File: src/rtl/cdet_pkg.sv
package cdet_pkg;

    typedef enum logic [1:0] {
        CD_IDLE  = 2'd0,
        CD_PRIME = 2'd1,
        CD_RUN   = 2'd2
    } cd_state_e;

    typedef enum logic [2:0] {
        V_NONE     = 3'd0,
        V_START    = 3'd1,
        V_ARM      = 3'd2,
        V_REPRIME  = 3'd3,
        V_COMPARE  = 3'd4,
        V_MASKED   = 3'd5
    } cd_verdict_e;

endpackage

File: src/rtl/cdet_crc_acc.sv
module cdet_crc_acc #(
    parameter int              DATA_W = 16,
    parameter int              CRC_W  = 16,
    parameter logic [CRC_W-1:0] POLY  = 16'h1021,
    parameter logic [CRC_W-1:0] INIT  = 16'hFFFF
) (
    input  logic              clk,
    input  logic              rst_n,
    input  logic              bnd,
    input  logic [DATA_W-1:0] word,
    output logic [CRC_W-1:0]  crc_q
);

    function automatic logic [CRC_W-1:0] crc_fold(
        input logic [CRC_W-1:0]  c,
        input logic [DATA_W-1:0] d
    );
        logic [CRC_W-1:0] r;
        logic             fb;
        r = c;
        for (int i = DATA_W - 1; i >= 0; i--) begin
            fb = r[CRC_W-1] ^ d[i];
            r  = {r[CRC_W-2:0], 1'b0};
            if (fb) r = r ^ POLY;
        end
        return r;
    endfunction

    logic [CRC_W-1:0] seed;
    assign seed = bnd ? INIT : crc_q;

    always_ff @(posedge clk) begin
        if (!rst_n) crc_q <= INIT;
        else        crc_q <= crc_fold(seed, word);
    end

    // a frame restarts from the start value, so the code after a boundary
    // depends only on the boundary word
    assert_restart_R1: assert property (@(posedge clk) disable iff (!rst_n)
        (bnd && $past(bnd) && $past(word) == word && rst_n && $past(rst_n)) |=> $stable(crc_q));

endmodule

File: src/rtl/cdet_len_track.sv
module cdet_len_track #(
    parameter int FRAME_LEN = 2048
) (
    input  logic clk,
    input  logic rst_n,
    input  logic bnd,
    output logic len_ok
);

    localparam int CNT_MAX = FRAME_LEN + 1;
    localparam int CNT_W   = $clog2(CNT_MAX + 1);

    logic [CNT_W-1:0] cnt_q;

    always_ff @(posedge clk) begin
        if (!rst_n)                          cnt_q <= '0;
        else if (bnd)                        cnt_q <= CNT_W'(1);
        else if (cnt_q != CNT_W'(CNT_MAX))   cnt_q <= cnt_q + 1'b1;
    end

    assign len_ok = (cnt_q == CNT_W'(FRAME_LEN));

    // the boundary word is word one of the new frame
    assert_len_restart_R8: assert property (@(posedge clk) disable iff (!rst_n)
        bnd |=> (cnt_q == CNT_W'(1)));

    // the count never runs past its saturation value
    assert_len_sat_R8: assert property (@(posedge clk) disable iff (!rst_n)
        (cnt_q == CNT_W'(CNT_MAX) && !bnd) |=> (cnt_q == CNT_W'(CNT_MAX)));

endmodule

File: src/rtl/cdet_host_mask.sv
module cdet_host_mask (
    input  logic clk,
    input  logic rst_n,
    input  logic bnd,
    input  logic host_wr,
    output logic skip
);

    logic wr_cur_q;
    logic wr_prev_q;

    always_ff @(posedge clk) begin
        if (!rst_n) begin
            wr_cur_q  <= 1'b0;
            wr_prev_q <= 1'b0;
        end else if (bnd) begin
            wr_prev_q <= wr_cur_q;
            wr_cur_q  <= host_wr;
        end else if (host_wr) begin
            wr_cur_q  <= 1'b1;
        end
    end

    assign skip = wr_cur_q | wr_prev_q;

    // a write inside a frame keeps the mask up across the next boundary
    assert_mask_two_frames_R6: assert property (@(posedge clk) disable iff (!rst_n)
        (bnd && wr_cur_q) |=> skip);

endmodule

File: src/rtl/cdet_ctrl.sv
module cdet_ctrl
    import cdet_pkg::*;
#(
    parameter int CRC_W = 16
) (
    input  logic             clk,
    input  logic             rst_n,
    input  logic             bnd,
    input  logic             len_ok,
    input  logic             skip,
    input  logic [CRC_W-1:0] crc_q,
    input  logic             clear_req,
    output logic             cd_flag
);

    cd_state_e        state_q, state_d;
    cd_verdict_e      verdict;
    logic [CRC_W-1:0] ref_q;
    logic             ref_load;
    logic             set_evt;

    // verdict and next state
    always_comb begin
        state_d = state_q;
        verdict = V_NONE;
        if (bnd) begin
            unique case (state_q)
                CD_IDLE: begin
                    verdict = V_START;
                    state_d = CD_PRIME;
                end
                CD_PRIME: begin
                    if (len_ok) begin
                        verdict = V_ARM;
                        state_d = CD_RUN;
                    end else begin
                        verdict = V_REPRIME;
                        state_d = CD_PRIME;
                    end
                end
                CD_RUN: begin
                    if (!len_ok) begin
                        verdict = V_REPRIME;
                        state_d = CD_PRIME;
                    end else if (skip) begin
                        verdict = V_MASKED;
                        state_d = CD_RUN;
                    end else begin
                        verdict = V_COMPARE;
                        state_d = CD_RUN;
                    end
                end
                default: begin
                    verdict = V_START;
                    state_d = CD_PRIME;
                end
            endcase
        end
    end

    assign ref_load = (verdict == V_ARM) || (verdict == V_COMPARE) || (verdict == V_MASKED);
    assign set_evt  = (verdict == V_COMPARE) && (crc_q != ref_q);

    // state register
    always_ff @(posedge clk) begin
        if (!rst_n) state_q <= CD_IDLE;
        else        state_q <= state_d;
    end

    // outputs: reference and sticky flag
    always_ff @(posedge clk) begin
        if (!rst_n) begin
            ref_q   <= '0;
            cd_flag <= 1'b0;
        end else begin
            if (ref_load) ref_q <= crc_q;
            if (set_evt)        cd_flag <= 1'b1;
            else if (clear_req) cd_flag <= 1'b0;
        end
    end

    // flag rises only on a compared boundary with differing codes
    assert_rise_on_mismatch_R2: assert property (@(posedge clk) disable iff (!rst_n)
        $rose(cd_flag) |-> $past(bnd && state_q == CD_RUN && len_ok && !skip && crc_q != ref_q));

    // flag holds without a clear request
    assert_sticky_R3: assert property (@(posedge clk) disable iff (!rst_n)
        (cd_flag && !clear_req) |=> cd_flag);

    // a clear away from any boundary releases the flag
    assert_clear_R4: assert property (@(posedge clk) disable iff (!rst_n)
        (clear_req && !bnd) |=> !cd_flag);

    // a mismatch on the clear edge wins
    assert_set_wins_R5: assert property (@(posedge clk) disable iff (!rst_n)
        (bnd && state_q == CD_RUN && len_ok && !skip && crc_q != ref_q) |=> cd_flag);

    // masked boundaries never raise the flag
    assert_host_quiet_R6: assert property (@(posedge clk) disable iff (!rst_n)
        (bnd && skip && !cd_flag) |=> !cd_flag);

    // no comparison before a reference exists
    assert_no_early_R7: assert property (@(posedge clk) disable iff (!rst_n)
        (state_q != CD_RUN && !cd_flag) |=> !cd_flag);

    // a frame of wrong length always sends the machine back to priming
    assert_bad_len_R8: assert property (@(posedge clk) disable iff (!rst_n)
        (bnd && !len_ok && state_q != CD_IDLE) |=> (state_q == CD_PRIME));

endmodule

File: src/rtl/cdet_top.sv
module cdet_top #(
    parameter int               FRAME_LEN = 2048,
    parameter int               DATA_W    = 16,
    parameter int               CRC_W     = 16,
    parameter logic [CRC_W-1:0] POLY      = 16'h1021,
    parameter logic [CRC_W-1:0] INIT      = 16'hFFFF
) (
    input  logic              clk,
    input  logic              rst_n,
    input  logic              frame_n,
    input  logic [DATA_W-1:0] rd_word,
    input  logic              host_wr,
    input  logic              cs_n,
    input  logic              ds_n,
    output logic              cd_n
);

    logic             bnd;
    logic             clear_req;
    logic [CRC_W-1:0] crc_q;
    logic             len_ok;
    logic             skip;
    logic             cd_flag;

    assign bnd       = ~frame_n;
    assign clear_req = ~cs_n & ~ds_n;

    cdet_crc_acc #(
        .DATA_W (DATA_W),
        .CRC_W  (CRC_W),
        .POLY   (POLY),
        .INIT   (INIT)
    ) u_crc (
        .clk   (clk),
        .rst_n (rst_n),
        .bnd   (bnd),
        .word  (rd_word),
        .crc_q (crc_q)
    );

    cdet_len_track #(
        .FRAME_LEN (FRAME_LEN)
    ) u_len (
        .clk    (clk),
        .rst_n  (rst_n),
        .bnd    (bnd),
        .len_ok (len_ok)
    );

    cdet_host_mask u_mask (
        .clk     (clk),
        .rst_n   (rst_n),
        .bnd     (bnd),
        .host_wr (host_wr),
        .skip    (skip)
    );

    cdet_ctrl #(
        .CRC_W (CRC_W)
    ) u_ctrl (
        .clk       (clk),
        .rst_n     (rst_n),
        .bnd       (bnd),
        .len_ok    (len_ok),
        .skip      (skip),
        .crc_q     (crc_q),
        .clear_req (clear_req),
        .cd_flag   (cd_flag)
    );

    assign cd_n = ~cd_flag;

    // a strobe without chip select leaves the output unchanged off a boundary
    assert_no_cs_no_clear_R4: assert property (@(posedge clk) disable iff (!rst_n)
        (cs_n && frame_n && !cd_n) |=> !cd_n);

endmodule

File: config.mk
export PLATFORM = sky130hd
export DESIGN_NAME = cdet_top
export DESIGN_NICKNAME = d
export VERILOG_FILES = /design/src/rtl/cdet_pkg.sv /design/src/rtl/cdet_crc_acc.sv /design/src/rtl/cdet_len_track.sv /design/src/rtl/cdet_host_mask.sv /design/src/rtl/cdet_ctrl.sv /design/src/rtl/cdet_top.sv
export SDC_FILE = /design/constraint.sdc
export NUM_CORES = 1
export LEC_CHECK = 0
export CAP_MARGIN = 20
export CORE_MARGIN = 5
export CORE_UTILIZATION = 50
export CTS_BUF_LIST = sky130_fd_sc_hd__clkbuf_8
export DETAILED_ROUTE_END_ITERATION = 8
export PLACE_DENSITY = 0.74
export SLEW_MARGIN = 20
export SYNTH_ARGS = -nofsm -noshare
export SYNTH_HDL_FRONTEND = slang
export SYNTH_SLANG_ARGS = --single-unit
File: constraint.sdc
create_clock -name clk -period 3.85 [get_ports clk]
set_clock_uncertainty 0.1 [all_clocks]
set_input_delay 0.77 -clock clk [delete_from_list [all_inputs] [get_ports clk]]
set_output_delay 0.77 -clock clk [all_outputs]
set_load 0.02 [all_outputs]
==> results.toml <==
[pwr]
pwr-share-comb = 0.444
leakagePower_nw = 1.15
ir_worst_vdd_v = 0.000384
switching_power_uw = 653
p_int_mw = 1.24
p_per_area_nw_per_um2 = 619
p_sw_frac = 0.345
clock_power_share = 0.188
finalPower_mw = 1.89
power_frac_seq = 0.368

[clocking]
hold_buffers = 0
path_clk_slew_ns = 0.09
cts_root_buf = "clkbuf_8"
cts_buffers = 5
post_cts_resized = 0
clock_latency_ns = 0.30
cts.sinks = 49
clockBufferDepth = 2
cts_tree = "yes"
htreeDepth = 2
cts_setup_buffers = 0

[logic_synthesis]
synthAdderAreaFrac = 0.0231
synth_fp_nets = 324
synth_top_cell_by_area = "dfxtp_1"
synth-edff-count = 0
synth_compound_area_frac = 0.0812
synthMuxAreaShare = 0.00784
synth_cell_types = 35
synth_top_area_frac = 0.362
yosys_most_used_dff = "dfxtp_1"
ys_ff_latch = 49
synth.area.top_cells = "dfxtp_1 (36%), xnor2_1 (14%), xor2_1 (10%)"
synth-async-reset-ratio = 0
synthCells = 297
synth.cell_area_um2 = 2710
ys_seq_area_frac = 0.362
synth_xor_area_frac = 0.298
synth_simple_gate_area_frac = 0.189
synth_top_family_by_area = "XOR/XNOR gates"
avgSynthCellArea_um2 = 9.13
yosysWarnings = 0

[timing]
grt_setup_unrepaired = "no"
tns_ns = 0
tightest_slew_ns = 0.821
hold_viol_final = 0
fin_crit_sh = 0.734
setup_viol = 0
fmax_ghz = 0.354
period_needed_ns = 2.83
maxSlewHeadroom = 0.451
drv_slew = 0

[grt]
antenna_found_initial = 0
grt_pass1_wl_mm = 9.32
grt_overflow_total = 0
grt.total_usage = 0.163
grt_max_degree = 25
grt_pass1_vias = 1946

[outcome]
status = "completed"

[final_layout]
drive_above_1_share = 0.0860
area_growth_pct = 12.6
final_common_cell = "nand2_1"
final_nets = 341
antenna_cells = 0
nFillCells = 460
final_cell_mix = "nand2_1 (55), dfxtp_1 (49), xnor2_1 (42)"

[critical_path]
rr_endpoint = "u_ctrl.ref_q[13]"
ff2ff_path_depth = 6
r2r_setup_slack_ns = 1.64
crit_end = "u_crc.crc_q[5]"
arrival_ns = 2.95
crit_type = "input pin to register"
cp.required_ns = 3.98
worst_setup_path_start_kind = "input pin"
timing.rr.start = "u_len.cnt_q[7]"
crit_path_start = "frame_n"
path_max_fanout = 13
cp-end-kind = "register"

[routing]
num_vias = 1888
drt_iter0_markers = 105
vias_per_cell = 4.92
wl_per_cell_um = 13.7
antenna_left = 0
drc_errors = 0
firstDrtPassIters = 4
routed_wl_mm = 5.26

[min_path]
hold_class = "register to register"

[job]
drv_cap = 0

[floorplan]
core-area_um2 = 5170
die_x_um = 83.6
rows = 26
top_level_ports = 23
die_area_um2 = 7000
die_height_um = 83.6
start_util = 0.524

[placed_design]
hpwlAfterDp_mm = 3.98
gp_congestion = 0.800
port_buffers = 22
kinds of logic after synthesis:
kind of cell | Yosys count
simple gates | 113
fa+ha+maj | 5
flops | 49
buf+inv | 20
mux | 2
xor+xnor | 81
compound gates | 27
how the worst min path moves through the flow:
stage | cells past startpoint | slack, ns | from | endpoint
6_report | 2 | 0.38 | u_ctrl.ref_q[9] | u_ctrl.ref_q[9]
4_1_cts | 2 | 0.38 | u_ctrl.ref_q[9] | u_ctrl.ref_q[9]
3_3_place_gp | 2 | 0.36 | u_ctrl.ref_q[6] | u_ctrl.ref_q[6]
5_1_grt | 2 | 0.40 | u_ctrl.ref_q[10] | u_ctrl.ref_q[10]
2_1_floorplan | 2 | 0.35 | u_ctrl.ref_q[5] | u_ctrl.ref_q[5]
3_5_place_dp | 2 | 0.37 | u_ctrl.ref_q[9] | u_ctrl.ref_q[9]
final cells by class:
| cell class | instances | area [um2] | share of cell area |
|---|---|---|---|
| clock buffer | 5 | 68.8 | 0.0225 |
| clock inverter | 2 | 35.0 | 0.0115 |
| inverter | 6 | 22.5 | 0.00737 |
| multi-input combinational | 228 | 1620 | 0.532 |
| sequential | 49 | 981 | 0.321 |
| tap | 70 | 87.6 | 0.0287 |
| timing repair buffer | 24 | 235 | 0.0770 |
sequential cells by signal (all words and copies together), names as in the netlist:
| register | flops |
|---|---|
| u_crc.crc_q | 16 |
| u_ctrl.cd_flag | 1 |
| u_ctrl.ref_q | 16 |
| u_ctrl.state_q | 2 |
| u_len.cnt_q | 12 |
| u_mask.wr_cur_q | 1 |
| u_mask.wr_prev_q | 1 |
synth_stat cells, types with 5 or more instances:
master / instances
clkbuf_1: 6
xnor2_1: 42
buf_2: 5
a21boi_0: 8
ha_1: 5
inv_1: 6
a21boi_2: 10
xnor3_1: 6
dfxtp_1: 49
nand3_1: 11
nor2_1: 24
xor2_1: 31
nand2_1: 55
worst max-delay path: stages:
cell and delay [ns]:
clkdlybuf4s50_1 0.40, buf_4 0.18, inv_1 0.30, nor2_1 0.14, xnor2_2 0.27, xnor3_1 0.52
or2_2 0.29, nand3_1 0.08
metrics by stage:
step | area (um2) | std cells | hold slack (ns) | worst slack [ns] | utilization
after floorplan | 2710 | 297 | 0.352 | 1.58 | -
after global placement | 2950 | 377 | 0.357 | 0.772 | 0.570
after detailed placement | 2950 | 377 | 0.366 | 0.700 | 0.570
after CTS | 3050 | 384 | 0.378 | 1.02 | 0.590
after global routing | 3050 | 384 | 0.395 | 0.869 | 0.590
final | 3050 | 384 | 0.375 | 1.02 | 0.590
per-layer routing:
| layer | GRT usage | up-vias | wire length [um] |
|---|---|---|---|
| met3 | 0.0336 | 8 | 167 |
| met5 | 0 | - | 0 |
| li1 | - | 985 | - |
| met1 | 0.224 | 873 | 2690 |
| met4 | 0.0526 | 0 | 74 |
| met2 | 0.255 | 22 | 2320 |
power by group through the flow:
stage | clock network [mW] | registers, mW | logic [mW]
2_1_floorplan | 0 | 0.648 | 0.747
3_3_place_gp | 0 | 0.705 | 0.825
3_5_place_dp | 0 | 0.707 | 0.835
4_1_cts | 0.365 | 0.694 | 0.844
5_1_grt | 0.387 | 0.706 | 0.921
6_report | 0.356 | 0.696 | 0.839
Note: power is estimated with default switching activity, not from simulation.
